$ cat src/rtl/xcvr_pkg.sv
package xcvr_pkg;

    localparam int NUM_DIRS = 2;

    // Per-path control bundle as seen by a lane.
    typedef struct packed {
        logic oe_n;
        logic pass;
        logic strobe;
        logic gate_n;
    } lane_ctl_t;

    // What the storage register does on this system clock.
    typedef enum logic [1:0] {
        ST_HOLD    = 2'd0,
        ST_FOLLOW  = 2'd1,
        ST_CAPTURE = 2'd2
    } store_op_t;

    function automatic store_op_t pick_op(input logic pass,
                                          input logic rise,
                                          input logic gate_n);
        store_op_t op;
        if (pass)
            op = ST_FOLLOW;
        else if (rise && !gate_n)
            op = ST_CAPTURE;
        else
            op = ST_HOLD;
        return op;
    endfunction

endpackage

$ cat src/rtl/xcvr_edge_detect.sv
module xcvr_edge_detect (
    input  logic clk,
    input  logic rst,
    input  logic level,
    output logic rise
);
    logic seen_q;

    // History resets high so that a strobe already high gives no edge.
    always_ff @(posedge clk) begin
        if (rst)
            seen_q <= 1'b1;
        else
            seen_q <= level;
    end

    assign rise = level & ~seen_q;

endmodule

$ cat src/rtl/xcvr_store.sv
module xcvr_store
    import xcvr_pkg::*;
#(
    parameter int W = 18
) (
    input  logic         clk,
    input  logic         rst,
    input  store_op_t    op,
    input  logic [W-1:0] din,
    output logic [W-1:0] q
);
    logic [W-1:0] q_r;

    always_ff @(posedge clk) begin
        if (rst) begin
            q_r <= '0;
        end else begin
            unique case (op)
                ST_FOLLOW,
                ST_CAPTURE: q_r <= din;
                default:    q_r <= q_r;
            endcase
        end
    end

    assign q = q_r;

endmodule

$ cat src/rtl/xcvr_lane.sv
module xcvr_lane
    import xcvr_pkg::*;
#(
    parameter int W = 18
) (
    input  logic         clk,
    input  logic         rst,
    input  lane_ctl_t    ctl,
    input  logic [W-1:0] din,
    output logic [W-1:0] dout,
    output logic         drive
);
    logic         rise;
    store_op_t    op;
    logic [W-1:0] held;
    logic [W-1:0] shown;

    xcvr_edge_detect u_edge (
        .clk   (clk),
        .rst   (rst),
        .level (ctl.strobe),
        .rise  (rise)
    );

    assign op = pick_op(ctl.pass, rise, ctl.gate_n);

    xcvr_store #(.W(W)) u_store (
        .clk  (clk),
        .rst  (rst),
        .op   (op),
        .din  (din),
        .q    (held)
    );

    assign shown = ctl.pass ? din : held;
    assign drive = ~ctl.oe_n & ~rst;
    assign dout  = drive ? shown : '0;

endmodule

$ cat src/rtl/xcvr_duplex.sv
module xcvr_duplex
    import xcvr_pkg::*;
#(
    parameter int W = 18
) (
    input  logic         clk,
    input  logic         rst,
    input  logic [W-1:0] a_din,
    input  logic [W-1:0] b_din,
    input  logic         ab_oe_n,
    input  logic         ab_pass,
    input  logic         ab_strobe,
    input  logic         ab_gate_n,
    input  logic         ba_oe_n,
    input  logic         ba_pass,
    input  logic         ba_strobe,
    input  logic         ba_gate_n,
    output logic [W-1:0] b_dout,
    output logic         b_drive,
    output logic [W-1:0] a_dout,
    output logic         a_drive
);
    // Index 0 carries A to B, index 1 carries B to A.
    lane_ctl_t          ctl_v   [NUM_DIRS];
    logic [W-1:0]       din_v   [NUM_DIRS];
    logic [W-1:0]       dout_v  [NUM_DIRS];
    logic               drive_v [NUM_DIRS];

    assign ctl_v[0] = '{oe_n: ab_oe_n, pass: ab_pass, strobe: ab_strobe, gate_n: ab_gate_n};
    assign ctl_v[1] = '{oe_n: ba_oe_n, pass: ba_pass, strobe: ba_strobe, gate_n: ba_gate_n};
    assign din_v[0] = a_din;
    assign din_v[1] = b_din;

    for (genvar d = 0; d < NUM_DIRS; d++) begin : g_lane
        xcvr_lane #(.W(W)) u_lane (
            .clk   (clk),
            .rst   (rst),
            .ctl   (ctl_v[d]),
            .din   (din_v[d]),
            .dout  (dout_v[d]),
            .drive (drive_v[d])
        );
    end

    assign b_dout  = dout_v[0];
    assign b_drive = drive_v[0];
    assign a_dout  = dout_v[1];
    assign a_drive = drive_v[1];

endmodule

$ cat config.mk
export PLATFORM = sky130hd
export DESIGN_NAME = xcvr_duplex
export DESIGN_NICKNAME = d
export VERILOG_FILES = /design/src/rtl/xcvr_pkg.sv /design/src/rtl/xcvr_edge_detect.sv /design/src/rtl/xcvr_store.sv /design/src/rtl/xcvr_lane.sv /design/src/rtl/xcvr_duplex.sv
export SDC_FILE = /design/constraint.sdc
export NUM_CORES = 1
export LEC_CHECK = 0
export ABC_AREA = 1
export BUFFER_PORTS_ARGS = -buffer_cell sky130_fd_sc_hd__buf_2
export CORE_ASPECT_RATIO = 0.5
export CORE_MARGIN = 3
export CORE_UTILIZATION = 35
export DETAILED_ROUTE_END_ITERATION = 12
export PLACE_DENSITY = 0.62
export SLEW_MARGIN = 10
export SYNTH_ARGS = -nofsm -noshare
export SYNTH_HDL_FRONTEND = slang
export SYNTH_HIERARCHICAL = 1
export SYNTH_SLANG_ARGS = --single-unit
$ cat constraint.sdc
create_clock -name clk -period 1.9 [get_ports clk]
set_input_delay 0.19 -clock clk [delete_from_list [all_inputs] [get_ports clk]]
set_output_delay 0.19 -clock clk [all_outputs]
set_load 0.02 [all_outputs]
== Word-level counts from Yosys, hierarchy flattened ==
Cells that the tools add are included.
Cells by class
  multiplexer cells: 8
  bitwise gates (word level): 9
  reduce and logical (&&, ||, !) cells: 6
  eq/ne operators: 4
Operators by type and width (count)
  $mux W18: 4
  $mux W2: 4
  $not A1 Y1: 5
  $and A1 B1 Y1: 4
  $eq A2 B1 Y1 const B: 2
  $eq A2 B2 Y1 const B: 2
  $reduce_or A2 Y1: 2
  $logic_and A1 B1 Y1: 2
  $logic_not A1 Y1: 2
Word-level totals
  output and inout bits: 38
  bits in registers: 38
  input bits: 46

== Longest topological paths before layout ==
  word-level depth: 7
  depth in mapped cells: 9

== By module ==
The synthesis kept the hierarchy.
By module, submodules not included
  xcvr_store: area an instance 802.0 um^2, instances 2, cells an instance 120, sequential area each 360.3 um^2
  xcvr_lane: area an instance 424.2 um^2, instances 2, cells an instance 97, sequential area each 0.0 um^2
  xcvr_edge_detect: area an instance 37.5 um^2, instances 2, cells an instance 5, sequential area each 20.0 um^2

== Worst setup path after synthesis ==
OpenSTA, ideal clock, no wires.
  path kind: input-to-reg
  from: input ab_pass
  to: register g_lane[0].u_lane.u_store.q_r[10]
  stages: 9
  arrival time: 1316 ps
  library setup time: 113 ps
  path buffers: 3
  slack: 471 ps
  cell sequence: buf_6 buf_6 nor3b_1 inv_2 nand2_1 nand2_4 buf_6 nor2_1 nor2_1
Between the ends
  cells in the longest elaborated chain, start to end: 3
  elaborated cells between the ends (all ways): 4
Ends and longest elaborated chain
  from (decl): line xcvr_duplex.sv:11  | input logic ab_pass,
  $mux W2 (*): line xcvr_pkg.sv:24  | if (pass)
  named net g_lane[0].u_lane.op[1]: line xcvr_lane.sv:14  | store_op_t op;
  $eq A2 B1 Y1 / $eq A2 B2 Y1 (equally long branches): line xcvr_store.sv:18  | unique case (op)
  $reduce_or A2 Y1 (*): line xcvr_store.sv:18
  to (signal assigned): line xcvr_store.sv:20  | ST_CAPTURE: q_r <= din;
  to (signal assigned): line xcvr_store.sv:21  | default: q_r <= q_r;
  to (decl): line xcvr_store.sv:12  | logic [W-1:0] q_r;
The timed path passes the listed nets; every way through them passes the cells marked *.
A chain may end at the register's enable or synchronous reset.

== Final worst setup path ==
  from: register g_lane[1].u_lane.u_edge.seen_q
  to: register g_lane[1].u_lane.u_store.q_r[9]
Between the ends
  cells in the longest elaborated chain, start to end: 7
  elaborated cells between the ends (all ways): 8
Ends and longest elaborated chain
  from (decl): line xcvr_edge_detect.sv:7  | logic seen_q;
  from (signal assigned): line xcvr_edge_detect.sv:14  | seen_q <= level;
  $not A1 Y1 (*): line xcvr_edge_detect.sv:17  | assign rise = level & ~seen_q;
  $and A1 B1 Y1 (*): line xcvr_edge_detect.sv:17
  named net g_lane[1].u_lane.rise: line xcvr_lane.sv:13  | logic rise;
  $logic_and A1 B1 Y1 (*): line xcvr_pkg.sv:26  | else if (rise && !gate_n)
  $mux W2 (*): line xcvr_pkg.sv:26
  $mux W2 (*): line xcvr_pkg.sv:24
  named net g_lane[1].u_lane.op[1]: line xcvr_lane.sv:14
  $eq A2 B1 Y1 / $eq A2 B2 Y1 (equally long branches): line xcvr_store.sv:18
  $reduce_or A2 Y1 (*): line xcvr_store.sv:18
  to (signal assigned): line xcvr_store.sv:20
  to (signal assigned): line xcvr_store.sv:21
  to (decl): line xcvr_store.sv:12
Marked as above.

==> impl_metrics.tcl <==
set metrics [dict create \
    outcome "finished clean" \
    yosys-mux-area-fraction_pct 0 \
    multiInputGateArea_um2 1270 \
    cts.root.buffer_cell "clkbuf_16" \
    synthSimpleGateAreaFrac_pct 50.2 \
    post-route-drc-count 0 \
    critical-path-max-stage-delay_ns 0.41 \
    clkTransAtPathRegs_ns 0.06 \
    post_drt_via_cell_ratio 4.15 \
    die_area_um2 8340 \
    postCtsSetupRepairBufs 0 \
    placed_cells_incl_taps 603 \
    critPathTopFamily "simple AND/OR/NAND/NOR gates" \
    first_global_vias 2335 \
    layout-drive-gt1-share_pct 20.6 \
    globalRoute.totalOverflow 0 \
    grt_use_total_pct 14.8 \
    grt_start_max_net_pins 40 \
    synth.avg_cell_area_um2 5.69 \
    finalCoreUtilization_pct 45.1 \
    ctsLongestPathBuffers 2 \
    hp-class "in -> reg" \
    p_clk_share_pct 45.2 \
    routedWlPerCell_um 9.88 \
    nets 564 \
    drt_pass1_iterations 4 \
    final_period_minus_worst_setup_slack_ns 1.53 \
    max_freq_mhz 652 \
    ff_latch_area_um2 761 \
    diodes 0 \
    setup-tns-final_ns 0 \
    power.internal_w 0.00182 \
    rsz0062_at_grt "no" \
    count_of_h_tree_levels_built_during_cts 2 \
    seq_power_share_pct 36.1 \
    holdBufCountCts 0 \
    number_of_buffers_inserted_during_clock_tree_synthesis 5 \
    synth_top_family_by_area "simple AND/OR/NAND/NOR gates" \
    synthAdderAreaFrac_pct 0 \
    drt_wl_total_um 6040 \
    cap_viol_max_count 0 \
    post_cts.resized_instances 0 \
    p_switching_w 0.000641 \
    worst_slew_pin_slew_ns 0.544 \
    clock_sink_count 38 \
    fp.dieW_um 126 \
    final.setup_skew_ns 0.00461 \
    vias 2534 \
    row_count 21 \
    worst_ep_required_time_ns 2.07 \
    timing.critical_path.cells "nor2_2 -> nor3b_1 -> inv_2 -> nand2_2 -> nand3_1 -> nand2_1 -> nor2_1" \
    synth_compound_gate_area_share_pct 0 \
    place_congestion 0.726 \
    critical_path.endpoint_type "flip-flop" \
    crit_arrival_ns 1.70 \
    grt_first_pass_wirelength_um 10400 \
    pwr-share-comb_pct 18.7 \
    cellLeakagePower_nw 1.83 \
    setup_viol 0 \
    relSlewSlack_pct 63.5 \
    timing_hold_violations_final 0 \
    antenna_found_initial 0 \
    synthesis.instances 444 \
    core_area_um2 6830 \
    tritoncts "done" \
    switching_share_pct 26.1 \
    fillers 769 \
    final_max_slew_viol_count 0 \
    leading_cell_type_in_the_layout_fill_and_taps_excluded "nor2_1" \
    ys_warn_count 6 \
    rrSetupSlack_ns 0.37 \
    slowest_stage "nor3b_1" \
    postSynthRegisterBits 38 \
    timing.critical_path.buf_inv 1 \
    die_span_in_y_um 66.1 \
    peakVddDrop_mv 0.469 \
    crit_fanout 18 \
    stdcell_count 611 \
    initial_cell_density_of_the_core_pct 37.0 \
    yosys.area_share.xor_xnor_pct 0 \
    timing.final.crit_share_pct 80.7 \
    count_of_distinct_cell_types_in_the_synthesized_netlist 16 \
    synth_fp_nets 490 \
    power.density_cell_area_nw_per_um2 797 \
    synth-seq-area-share_pct 30.1 \
    layout_common_cells "nor2_1, nand2_1, buf_2" \
    initialDrtViolationCount 119 \
    half_perimeter_wire_length_of_the_detailed_placement_result_um 3990 \
    clk_latency_ns 0.27 \
    antenna_left 0 \
    area_delta_synth_final_pct 21.9 \
    worstSetupPathType "reg -> reg" \
    pin_count 84 \
    place.port_buffers 83 \
    syn_area_um2 2530 \
    crit_path_start_kind "flip-flop" \
]
## metrics by stage
stage	power (W)	setup WS, ns	hold WS, ns	area (µm²)
2_1_floorplan	0.00125	0.471	0.282	2530
3_3_place_gp	0.00136	0.371	0.392	2880
3_5_place_dp	0.00137	0.336	0.393	2880
4_1_cts	0.00250	0.339	0.107	3080
5_1_grt	0.00261	0.149	0.114	3080
6_report	0.00246	0.367	0.118	3080
## registers in the layout, summed over array words and instances, names as in the netlist
register                     flops
g_lane.u_lane/u_store/q         36
g_lane.u_lane/u_edge/seen_q      2
## worst min-delay path: cells and delay by family
family | cells | cell delay, ns
buf+inv | 2 | 0.12
simple gates | 1 | 0.05
## power groups by stage
stage	Clock (W)	Combinational, W	Sequential, W
finish	0.00111	0.000460	0.000886
global route	0.00118	0.000531	0.000895
CTS	0.00114	0.000466	0.000887
detailed placement	0	0.000465	0.000904
global placement	0	0.000460	0.000903
floorplan	0	0.000349	0.000897
## path summary, 6_finish.rpt
kind / startpoint / endpoint / cells past startpoint
setup / recovery: g_lane[1].u_lane/u_edge/seen_q$_SDFF_PP1_ / g_lane[1].u_lane/u_store/q[9]$_SDFFE_PP0P_ / 7
hold / removal: ba_strobe / g_lane[1].u_lane/u_edge/seen_q$_SDFF_PP1_ / 3
setup reg to reg: g_lane[1].u_lane/u_edge/seen_q$_SDFF_PP1_ / g_lane[1].u_lane/u_store/q[9]$_SDFFE_PP0P_ / 7
hold reg to reg: g_lane[0].u_lane/u_store/q[8]$_SDFFE_PP0P_ / g_lane[0].u_lane/u_store/q[8]$_SDFFE_PP0P_ / 4
## cell families (layout without fill, tap and decap cells)
| logic type | Yosys count | in the layout |
|---|---|---|
| buffers and inverters | 100 | 175 |
| DFF | 38 | 38 |
| and+or+nand+nor | 306 | 306 |
## area by class of cell
| cell class | count | area share (%) |
|---|---|---|
| Timing Repair Buffer | 85 | 14.0 |
| Multi-Input combinational cell | 306 | 41.2 |
| Inverter | 82 | 9.99 |
| Sequential cell | 38 | 24.7 |
| Tap cell | 92 | 3.74 |
| Clock inverter | 2 | 1.95 |
| Clock buffer | 6 | 4.51 |
## routing by layer
layer,global-route usage [%],up-vias,wire [µm]
li1,-,1421,-
met4,3.61,0,31
met1,17.8,1070,2930
met5,0,-,0
met2,27.4,41,2820
met3,2.98,2,258
## cell usage after synthesis, drive strengths merged
| library cell | instances | area [µm²] |
|---|---|---|
| clkinv | 2 | 7.51 |
| dfxtp | 38 | 761 |
| nor3b | 2 | 15.0 |
| inv | 80 | 300 |
| nand2 | 120 | 475 |
| buf | 18 | 190 |
| nor2 | 148 | 598 |
| nand3 | 36 | 180 |
(Power assumes the default switching activity.)
